[src/rtl/rds_buf_pkg.sv]
package rds_buf_pkg;

  typedef struct packed {
    logic [15:0] data;
    logic [2:0]  ofs;
    logic        owd;
    logic        ari;
    logic        syc;
    logic [2:0]  err;
  } rds_entry_t;

  // Coarse fill level, thresholds at thirds of the capacity
  function automatic logic [1:0] fill_code(input int unsigned cnt, input int unsigned depth);
    if (cnt >= depth)             return 2'b11;
    else if (cnt >= 2 * depth / 3) return 2'b10;
    else if (cnt >= depth / 3)     return 2'b01;
    else                           return 2'b00;
  endfunction

  // Readout word; cnt is the number held including the head
  function automatic logic [31:0] pack_word(input rds_entry_t e, input int unsigned cnt,
                                            input int unsigned depth);
    logic more;
    if (cnt == 0) return 32'h0;
    more = (cnt > 1);
    return {4'b1010, e.owd, e.ofs, more, fill_code(cnt, depth), e.ari, e.syc, e.err, e.data};
  endfunction

endpackage

[src/rtl/rds_buf_store.sv]
module rds_buf_store
  import rds_buf_pkg::*;
#(
  parameter int DEPTH = 24,
  localparam int AW = $clog2(DEPTH)
) (
  input  logic          clk,
  input  logic          we,
  input  logic [AW-1:0] waddr,
  input  rds_entry_t    wdata,
  input  logic [AW-1:0] raddr,
  output rds_entry_t    rdata
);
  rds_entry_t mem [DEPTH];

  always_ff @(posedge clk) begin
    if (we) mem[waddr] <= wdata;
  end

  assign rdata = mem[raddr];
endmodule

[src/rtl/rds_buf_ctrl.sv]
module rds_buf_ctrl #(
  parameter int DEPTH     = 24,
  parameter int PRE_DEPTH = 3,
  localparam int AW = $clog2(DEPTH),
  localparam int CW = $clog2(DEPTH + 1),
  localparam int SW = $clog2(PRE_DEPTH + 1)
) (
  input  logic          clk,
  input  logic          rst_n,
  input  logic          wr_valid,
  input  logic          sync_locked,
  input  logic          keep_unsync,
  input  logic          sync_rst,
  input  logic          pop_req,
  output logic          wr_fire,
  output logic          pop_fire,
  output logic [AW-1:0] waddr,
  output logic [AW-1:0] raddr,
  output logic [CW-1:0] fill_cnt,
  output logic          armed
);
  logic [AW-1:0] rd_ptr, wr_ptr;
  logic [CW-1:0] count;
  logic [SW-1:0] stage;
  logic          armed_q;
  logic          full, staging;

  function automatic logic [AW-1:0] ptr_inc(input logic [AW-1:0] p);
    return (p == AW'(DEPTH - 1)) ? '0 : p + 1'b1;
  endfunction

  assign full     = (count == CW'(DEPTH));
  assign staging  = armed_q && !sync_locked;
  assign wr_fire  = wr_valid && !sync_rst && (armed_q || sync_locked || keep_unsync);
  assign pop_fire = pop_req && !sync_rst && (count != '0);

  always_ff @(posedge clk or negedge rst_n) begin
    if (!rst_n) begin
      rd_ptr  <= '0;
      wr_ptr  <= '0;
      count   <= '0;
      stage   <= '0;
      armed_q <= 1'b0;
    end else if (sync_rst) begin
      rd_ptr  <= '0;
      wr_ptr  <= '0;
      count   <= '0;
      stage   <= '0;
      armed_q <= 1'b1;
    end else begin
      if (wr_fire) wr_ptr <= ptr_inc(wr_ptr);
      if (staging) begin
        // keep only the newest PRE_DEPTH pre-lock blocks
        if (wr_fire) begin
          if (stage == SW'(PRE_DEPTH)) rd_ptr <= ptr_inc(rd_ptr);
          else                         stage  <= stage + 1'b1;
        end
      end else if (armed_q) begin
        // lock reached: release staged blocks ahead of later ones
        armed_q <= 1'b0;
        stage   <= '0;
        count   <= CW'(stage) + CW'(wr_fire);
      end else begin
        if (pop_fire || (wr_fire && full)) rd_ptr <= ptr_inc(rd_ptr);
        if (wr_fire && !pop_fire && !full) count <= count + 1'b1;
        else if (pop_fire && !wr_fire)     count <= count - 1'b1;
      end
    end
  end

  assign waddr    = wr_ptr;
  assign raddr    = rd_ptr;
  assign fill_cnt = count;
  assign armed    = armed_q;
endmodule

[src/rtl/rds_buf_reader.sv]
module rds_buf_reader
  import rds_buf_pkg::*;
#(
  parameter int DEPTH = 24,
  localparam int CW = $clog2(DEPTH + 1)
) (
  input  logic          clk,
  input  logic          rst_n,
  input  logic          cs,
  input  logic          bit_tick,
  input  logic          sync_rst,
  input  rds_entry_t    head,
  input  logic [CW-1:0] fill_cnt,
  output logic [31:0]   rd_word,
  output logic          pop_req,
  output logic          latch_evt
);
  logic        cs_q, valid_q, tick, cs_rise, last_tick;
  logic [5:0]  bit_cnt;
  logic [31:0] word_q;

  assign cs_rise   = cs && !cs_q;
  assign tick      = cs && cs_q && bit_tick;
  assign last_tick = tick && (bit_cnt == 6'd31);
  assign latch_evt = cs_rise || last_tick;
  // consumed once only the final bit is left
  assign pop_req   = tick && (bit_cnt == 6'd30) && valid_q;

  always_ff @(posedge clk or negedge rst_n) begin
    if (!rst_n) begin
      cs_q    <= 1'b0;
      bit_cnt <= '0;
      word_q  <= '0;
      valid_q <= 1'b0;
    end else begin
      cs_q <= cs;
      if (!cs || latch_evt) bit_cnt <= '0;
      else if (tick)        bit_cnt <= bit_cnt + 1'b1;
      if (latch_evt) begin
        word_q  <= pack_word(head, 32'(fill_cnt), DEPTH);
        valid_q <= (fill_cnt != '0) && !sync_rst;
      end else if (sync_rst) begin
        valid_q <= 1'b0;
      end
    end
  end

  assign rd_word = word_q;
endmodule

[src/rtl/rds_buf_reqline.sv]
module rds_buf_reqline #(
  parameter int HOLD_CYC = 1060,
  localparam int HW = $clog2(HOLD_CYC + 1)
) (
  input  logic clk,
  input  logic rst_n,
  input  logic cs,
  input  logic avail,
  output logic req_n,
  output logic hold_busy
);
  logic          cs_q;
  logic [HW-1:0] hold_q;

  always_ff @(posedge clk or negedge rst_n) begin
    if (!rst_n) begin
      cs_q   <= 1'b0;
      hold_q <= '0;
    end else begin
      cs_q <= cs;
      if (cs_q && !cs)       hold_q <= HW'(HOLD_CYC);
      else if (hold_q != '0) hold_q <= hold_q - 1'b1;
    end
  end

  assign hold_busy = (hold_q != '0);
  assign req_n     = !(avail && !hold_busy && !cs && !cs_q);
endmodule

[src/rtl/rds_blk_buffer.sv]
module rds_blk_buffer
  import rds_buf_pkg::*;
#(
  parameter int DEPTH     = 24,
  parameter int PRE_DEPTH = 3,
  parameter int HOLD_CYC  = 1060
) (
  input  logic        clk,
  input  logic        rst_n,
  input  logic        blk_valid,
  input  logic [15:0] blk_data,
  input  logic [2:0]  blk_ofs,
  input  logic        blk_owd,
  input  logic        blk_ari,
  input  logic [2:0]  blk_err,
  input  logic        sync_locked,
  input  logic        keep_unsync,
  input  logic        sync_rst,
  input  logic        cs,
  input  logic        bit_tick,
  output logic [31:0] rd_word,
  output logic        req_n
);
  localparam int AW = $clog2(DEPTH);
  localparam int CW = $clog2(DEPTH + 1);

  rds_entry_t    wr_ent, head_ent;
  logic          wr_fire, pop_fire, pop_req, armed, latch_evt, hold_busy;
  logic [AW-1:0] waddr, raddr;
  logic [CW-1:0] fill_cnt;

  always_comb begin
    wr_ent.data = blk_data;
    wr_ent.ofs  = blk_ofs;
    wr_ent.owd  = blk_owd;
    wr_ent.ari  = blk_ari;
    wr_ent.syc  = sync_locked;
    wr_ent.err  = blk_err;
  end

  rds_buf_ctrl #(.DEPTH(DEPTH), .PRE_DEPTH(PRE_DEPTH)) u_ctrl (
    .clk(clk), .rst_n(rst_n), .wr_valid(blk_valid), .sync_locked(sync_locked),
    .keep_unsync(keep_unsync), .sync_rst(sync_rst), .pop_req(pop_req),
    .wr_fire(wr_fire), .pop_fire(pop_fire), .waddr(waddr), .raddr(raddr),
    .fill_cnt(fill_cnt), .armed(armed)
  );

  rds_buf_store #(.DEPTH(DEPTH)) u_store (
    .clk(clk), .we(wr_fire), .waddr(waddr), .wdata(wr_ent),
    .raddr(raddr), .rdata(head_ent)
  );

  rds_buf_reader #(.DEPTH(DEPTH)) u_reader (
    .clk(clk), .rst_n(rst_n), .cs(cs), .bit_tick(bit_tick), .sync_rst(sync_rst),
    .head(head_ent), .fill_cnt(fill_cnt), .rd_word(rd_word),
    .pop_req(pop_req), .latch_evt(latch_evt)
  );

  rds_buf_reqline #(.HOLD_CYC(HOLD_CYC)) u_req (
    .clk(clk), .rst_n(rst_n), .cs(cs), .avail(fill_cnt != '0),
    .req_n(req_n), .hold_busy(hold_busy)
  );
endmodule

[config.mk]
export PLATFORM = sky130hd
export DESIGN_NAME = rds_blk_buffer
export DESIGN_NICKNAME = d
export VERILOG_FILES = /design/src/rtl/rds_buf_pkg.sv /design/src/rtl/rds_buf_store.sv /design/src/rtl/rds_buf_ctrl.sv /design/src/rtl/rds_buf_reader.sv /design/src/rtl/rds_buf_reqline.sv /design/src/rtl/rds_blk_buffer.sv
export SDC_FILE = /design/constraint.sdc
export NUM_CORES = 1
export LEC_CHECK = 0
export BUFFER_PORTS_ARGS = -buffer_cell sky130_fd_sc_hd__buf_2
export CORE_MARGIN = 2
export CORE_UTILIZATION = 55
export DETAILED_ROUTE_END_ITERATION = 10
export MAX_ROUTING_LAYER = met4
export PLACE_DENSITY = 0.74
export SYNTH_ARGS = -nofsm -noshare
export SYNTH_HDL_FRONTEND = slang
export SYNTH_SLANG_ARGS = --single-unit
[constraint.sdc]
create_clock -name clk -period 3.4 [get_ports clk]
set_clock_uncertainty 0.1 [all_clocks]
set_input_delay 0.51 -clock clk [delete_from_list [all_inputs] [get_ports clk]]
set_output_delay 0.51 -clock clk [all_outputs]
set_load 0.02 [all_outputs]
==> results of run 1 <==
[flip-flops by register name, indices dropped and copies added, names as in the netlist]
register,flops
u_req.hold_q,11
u_reader.valid_q,1
u_ctrl.waddr,5
u_reader.bit_cnt,6
u_req.cs_q,1
u_ctrl.armed,1
u_ctrl.fill_cnt,5
u_ctrl.stage,2
u_ctrl.raddr,5
u_reader.rd_word,29
u_store.mem,600
[routing by layer]
layer / share of wire, % / GRT usage (%) / vias to the layer above
met3: 9.2 / 5.79 / 90
met4: 2.0 / 6.60 / 0
met1: 41 / 35.3 / 6859
met5: 0 / - / -
met2: 47 / 35.9 / 598
li1: - / - / 5496
[cell usage after synthesis (all sizes together), types with 2 or more instances]
cell type	number	share of area, %
a21oi	15	0.29
a221oi	8	0.27
a22o	14	0.47
a22oi	20	0.58
a32o	19	0.73
and2	6	0.14
and3	12	0.29
buf	32	0.65
clkbuf	36	0.52
dfrtp	66	6.3
edfxtp	600	69
ha	15	0.72
inv	13	0.19
mux2	11	0.47
mux2i	60	2.3
mux4	150	13
nand2	51	0.74
nand2b	3	0.072
nand3	10	0.19
nand3b	3	0.086
nand4	5	0.12
nand4b	2	0.12
nor2	42	0.60
nor2b	6	0.14
nor3	15	0.31
nor4	2	0.11
o2111ai	2	0.067
o21ai	21	0.40
o31a	2	0.067
o31ai	2	0.058
or2	2	0.048
or3	4	0.096
xnor2	4	0.13
xor2	7	0.24
[through the flow]
step           std cells  setup TNS (ns)  power, mW  instance area [sq um]  hold WS (ns)
6_report            2056               0       17.0                  29800       -0.0184
5_1_grt             2056               0       17.5                  29800        0.0334
4_1_cts             2053               0       17.1                  29800       0.00730
3_5_place_dp        1934               0       9.97                  27600         0.376
3_3_place_gp        1934               0       9.94                  27600         0.363
2_1_floorplan       1274           -5.39       9.64                  26100         0.114
[final cells by class]
class | instances | area [sq um] | area share, %
Clock inverter | 31 | 290 | 0.974
Inverter | 13 | 48.8 | 0.164
Clock buffer | 88 | 1870 | 6.27
Tap cell | 607 | 759 | 2.55
Antenna cell | 3 | 7.51 | 0.0252
Multi-Input combinational cell | 527 | 6180 | 20.7
Timing Repair Buffer | 121 | 981 | 3.29
Sequential cell | 666 | 19700 | 66.0
[worst max-delay path by stage]
| stage | end | slack (ns) | cells after the start |
|---|---|---|---|
| 6_report | req_n | 0.59 | 6 |
| 5_1_grt | req_n | 0.39 | 6 |
| 4_1_cts | req_n | 0.53 | 6 |
| 3_5_place_dp | u_ctrl.raddr[4] | 0.38 | 8 |
| 3_3_place_gp | u_store.mem[16][10] | 0.52 | 7 |
| 2_1_floorplan | u_store.mem[10][0] | -0.04 | 9 |
[placed cells by master (no fill, tap or decap), drive strengths merged, types with 2 or more instances in the layout]
cell type  count
edfxtp       600
mux4         150
o2111ai        2
o21ai         21
clkinvlp       3
a22oi         20
nor3          15
or3            4
nand3b         3
a32o          19
and2           6
nor2          42
nand4          5
a221oi         8
xor2           7
nand3         10
mux2i         60
ha            15
clkinv        23
or2            2
bufinv         5
nor2b          6
diode          3
nand2b         3
buf          121
xnor2          4
nand4b         2
o31ai          2
a21oi         15
inv           13
nand2         51
and3          12
conb           2
mux2          11
o31a           2
dfrtp         66
clkbuf        88
a22o          14
nor4           2
[kinds of logic after synthesis]
group	synth area share, %
DFF	75.4
muxes	15.7
and+or+nand+nor	3.27
AOI/OAI and AO/OA	3.15
buffers and inverters	1.36
adders and majority gates	0.719
xor gates and xnor gates	0.369
other	0.0144
[critical path, cell delays in order (launching register included)]
cell and delay [ns]:
dfrtp_1 0.42, inv_1 0.13, ha_1 0.23, nor4b_2 0.46
nor3_1 0.13, nand2_1 0.10, buf_2 0.16
[where the power goes]
group	total, mW	leakage, nW	internal (mW)	switching, mW
clock	7.23	1.06	4.25	2.97
combinational	0.642	2.30	0.204	0.437
sequential	9.16	6.27	9.06	0.0986
total	17.0	9.63	13.5	3.51
==> metrics.yaml, run 1 <==
p_per_area_nw_per_um2: 571
fin_ws_ns: 0.587
synth_flop_cell: "edfxtp_1"
path_max_fanout: 5
routed_wl_um: 56600
finalHoldViolations: 25
async_flop_share_pct: 9.91
postCtsHoldBufs: 0
die-area_sq_um: 49200
crit_start: "u_ctrl.fill_cnt[0]"
fin_nets: 1443
viasPerCell: 6.34
r2r-end: "u_ctrl.fill_cnt[4]"
cts_buffers: 67
antenna_found_initial: 3
clk_pin_slew_ns: 0.06
drcViolationCount: 3
drtPass1Iterations: 10
dr_total_vias: 13043
syn-cell-area_sq_um: 26100
setup-violations-final: 0
rows: 79
required_ns: 2.79
hold_class: "in -> async"
grt_pass1_vias: 13194
hold_slack_ns: -0.0184
grt_max_degree: 67
grt.total_usage_pct: 24.6
yosysWarnings: 0
yosysUniqueCellTypes: 56
clockBufferDepth: 3
fin_crit_sh_pct: 82.7
die_w_um: 222
synth-seq-area-share_pct: 75.4
layout_min_cycle_time_ns: 2.81
clock-root-buffer: "clkbuf_16"
wl_per_cell_um: 27.5
cts_num_sinks: 666
maxCapViolCount: 0
nFillCells: 3080
place_hpwl_um: 34300
avgSynthCellArea_sq_um: 20.5
final_util_pct: 63.9
drive_gt1_share_pct: 29.1
grt_overflow: 0
ir_worst_vdd_mv: 0.322
cts_tree: "yes"
cp-start-kind: "flip-flop"
initial_core_util_pct: 55.9
relSlewSlack_pct: 36.6
rsz0062_at_grt: "false"
status: "finished with violations"
first_iter_violations: 1568
p_leak_nw: 9.63
area_growth_pct: 14.3
end_kind: "output pin"
synth_seq_cells: 666
r2r_start: "u_ctrl.fill_cnt[0]"
synth_cells: 1273
ios: 65
fmax_ghz: 0.356
ant_nets: 0
place.gp.congestion: 0.817
core-area_sq_um: 46700
clk_latency_ns: 0.59
htree_levels: 3
dp_slack_ns: 0.382
portBuffers: 62
r2r_slack_ns: 0.60
post_cts_resized: 0
grt_pass1_wl_um: 85200
critPathKind: "reg -> out"
post_cts_buffers: 0
maxSlewViolCount: 0
cp.arrival_ns: 2.20
worst_pin_slew_ns: 0.952
die_h_um: 222
failed_checks: "DRC, hold timing"
synth_edf_count: 600
rr_worst_depth: 8
Power figures use the tool's default switching activity.
==> run 2, diff against run 1 <==
clock period = 2.55 ns   (was 3.4 ns; I/O delays follow)
==> metrics.yaml, run 2 (synthesized netlist as in run 1, its figures left out) <==
r2r_slack_ns: 0.13  # -0.47 ns
cpPeakStageDelay_ns: 0.42  # -0.04 ns
grt_pass1_vias: 13665  # +3.6%
layout.cells.most_common: "edfxtp_1"
maxCapViolCount: 0  # unchanged
ant_nets: 0  # unchanged
r2r-end: "u_ctrl.fill_cnt[4]"
portBuffers: 62  # unchanged
antenna_found_initial: 2  # -1
grt_max_degree: 62  # -7.5%
r2r_start: "u_ctrl.fill_cnt[1]"
hold_slack_ns: 0.111  # +0.130 ns
ir_worst_vdd_mv: 0.622  # +93%
core-area_sq_um: 46700  # unchanged
end_kind: "output pin"
place_hpwl_um: 33000  # -3.9%
critPathTopFamily: "buffers and inverters"
die_h_um: 222  # unchanged
rr_worst_depth: 9  # +1
cp_num_buf_inv: 3  # +1
min_from: "blk_data[12]"
htree_levels: 3  # unchanged
maxSlewViolCount: 0  # unchanged
area_growth_pct: 17.1
layout_min_cycle_time_ns: 2.42
grt_pass1_wl_um: 87300  # +2.5%
fin_crit_sh_pct: 95.0
cp_slowest_cell: "dfrtp_1"
required_ns: 2.07  # -0.72 ns
hold_class: "in -> reg"
dr_total_vias: 13323  # +2.1%
path_max_fanout: 4  # -1
die_w_um: 222  # unchanged
wl_per_cell_um: 27.7  # +0.60%
clk_pin_slew_ns: 0.06  # about the same
dp_slack_ns: 0.119  # -0.263 ns
first_iter_violations: 1621  # +3.4%
viasPerCell: 6.37  # +0.39%
clock-root-buffer: "clkbuf_16"
regMostFlops: "u_store.mem"
die-area_sq_um: 49200  # unchanged
cts_buffers: 69  # +3.0%
largest_reg_flops: 600  # unchanged
failed_checks: "DRC"
ios: 65  # unchanged
p_per_area_nw_per_um2: 757  # +33%
clockBufferDepth: 3  # unchanged
place.gp.congestion: 0.800  # -2.1%
routed_wl_um: 58000  # +2.4%
path_cells: "inv_2 -> ha_4 -> nor4b_4 -> buf_4 -> nor3_2 -> nand2_1 -> buf_2"
whs_endpoint: "u_store.mem[18][21]"
fin_nets: 1476  # +2.3%
hold-path-cell-count: 1
final_util_pct: 65.5  # +1.6 points
worst_pin_slew_ns: 1.05  # +0.102 ns
fin_ws_ns: 0.127  # -0.460 ns
cp.arrival_ns: 1.94  # -0.26 ns
cts_num_sinks: 666  # unchanged
setup-violations-final: 0  # unchanged
cts_tree: "yes"
rsz0062_at_grt: "false"
diodes: 0  # -3
grt.total_usage_pct: 25.2  # +0.60 points
rows: 79  # unchanged
p_leak_nw: 9.93  # +3.1%
initial_core_util_pct: 55.9  # unchanged
fmax_ghz: 0.413
drive_gt1_share_pct: 31.8  # +2.7 points
mostFrequentLayoutCells: "600 x edfxtp_1, 150 x mux4_2, 72 x clkbuf_16"
finalHoldViolations: 0  # -100%
critPathKind: "reg -> out"
clk_latency_ns: 0.61  # +0.02 ns
grt_overflow: 0  # unchanged
drcViolationCount: 4  # +1
drtPass1Iterations: 8  # -2
relSlewSlack_pct: 29.6  # -7.0 points
nFillCells: 3004  # -2.5%
cp-start-kind: "flip-flop"
status: "finished with violations"
-- run 2: cell count changes in the layout (fill, tap and decap cells not counted), sizes merged --
| cell | change |
|---|---|
| diode | -3 |
| clkbuf | +7 |
| buf | +27 |
| clkinv | -4 |
| clkinvlp | +1 |
| dlygate4sd3 | +4 |
| inv | +4 |
-- run 2: layout make-up --
type                            count  area (sq um)  area share [%]
Clock buffer                       95          1960            6.41
Sequential cell                   666         19700            64.4
Inverter                           13          48.8           0.160
Multi-Input combinational cell    527          6260            20.5
Tap cell                          607           759            2.49
Timing Repair Buffer              152          1520            4.99
Clock inverter                     32           324            1.06
-- run 2: where the power goes --
group	total [mW]	internal [mW]	leakage (nW)	switching, mW
clock network	10.0	5.92	1.11	4.09
logic	0.907	0.320	2.55	0.587
registers	12.2	12.1	6.27	0.136
-- run 2: timing repair --
item,CTS,global route
pin swaps,0,1
endpoints found under the setup margin,1,3
hold buffers,4,0
buffers inserted,1,0
endpoints found under the hold margin,31,0
gates resized for setup,5,11
-- run 2: worst max-delay path by stage --
| stage | slack (ns) | cells after the start | end | startpoint |
|---|---|---|---|---|
| 2_1_floorplan | -0.29 | 7 | u_store.mem[12][0] | sync_rst |
| 3_3_place_gp | 0.14 | 8 | u_ctrl.fill_cnt[4] | u_reader.bit_cnt[0] |
| 3_5_place_dp | 0.12 | 8 | u_ctrl.fill_cnt[4] | u_reader.bit_cnt[0] |
| 4_1_cts | 0.005 | 7 | req_n | u_ctrl.fill_cnt[1] |
| 5_1_grt | 0.01 | 8 | u_ctrl.fill_cnt[4] | u_reader.bit_cnt[0] |
| 6_report | 0.13 | 7 | req_n | u_ctrl.fill_cnt[1] |
-- run 2: worst register-to-register path: stages, from the launching register on --
cell     delay [ns]
dfrtp_1        0.40
inv_2          0.09
ha_4           0.17
nor4b_4        0.13
buf_4          0.15
nor4_4         0.18
nor3_2         0.07
or4b_1         0.48
a32o_1         0.27
mux2_2         0.26
-- run 2: metal layers --
layer  track usage [%]  share of wire, %  vias to the layer above
met5                 -                 0                        -
met4              8.61               2.9                        0
met3              3.53               6.7                      116
met1              34.1                41                     7023
li1                  -                 -                     5575
met2              40.0                50                      609
-- run 2: per-stage QoR --
stage	total power [mW]	area, sq um	TNS [ns]	instances
after global routing	23.8	30600	0	2092
final	23.1	30600	0	2092
after CTS	23.3	30500	0	2092
after global placement	13.2	28200	0	1960
after detailed placement	13.3	28200	0	1960
after floorplan	12.9	26200	-16.32	1274
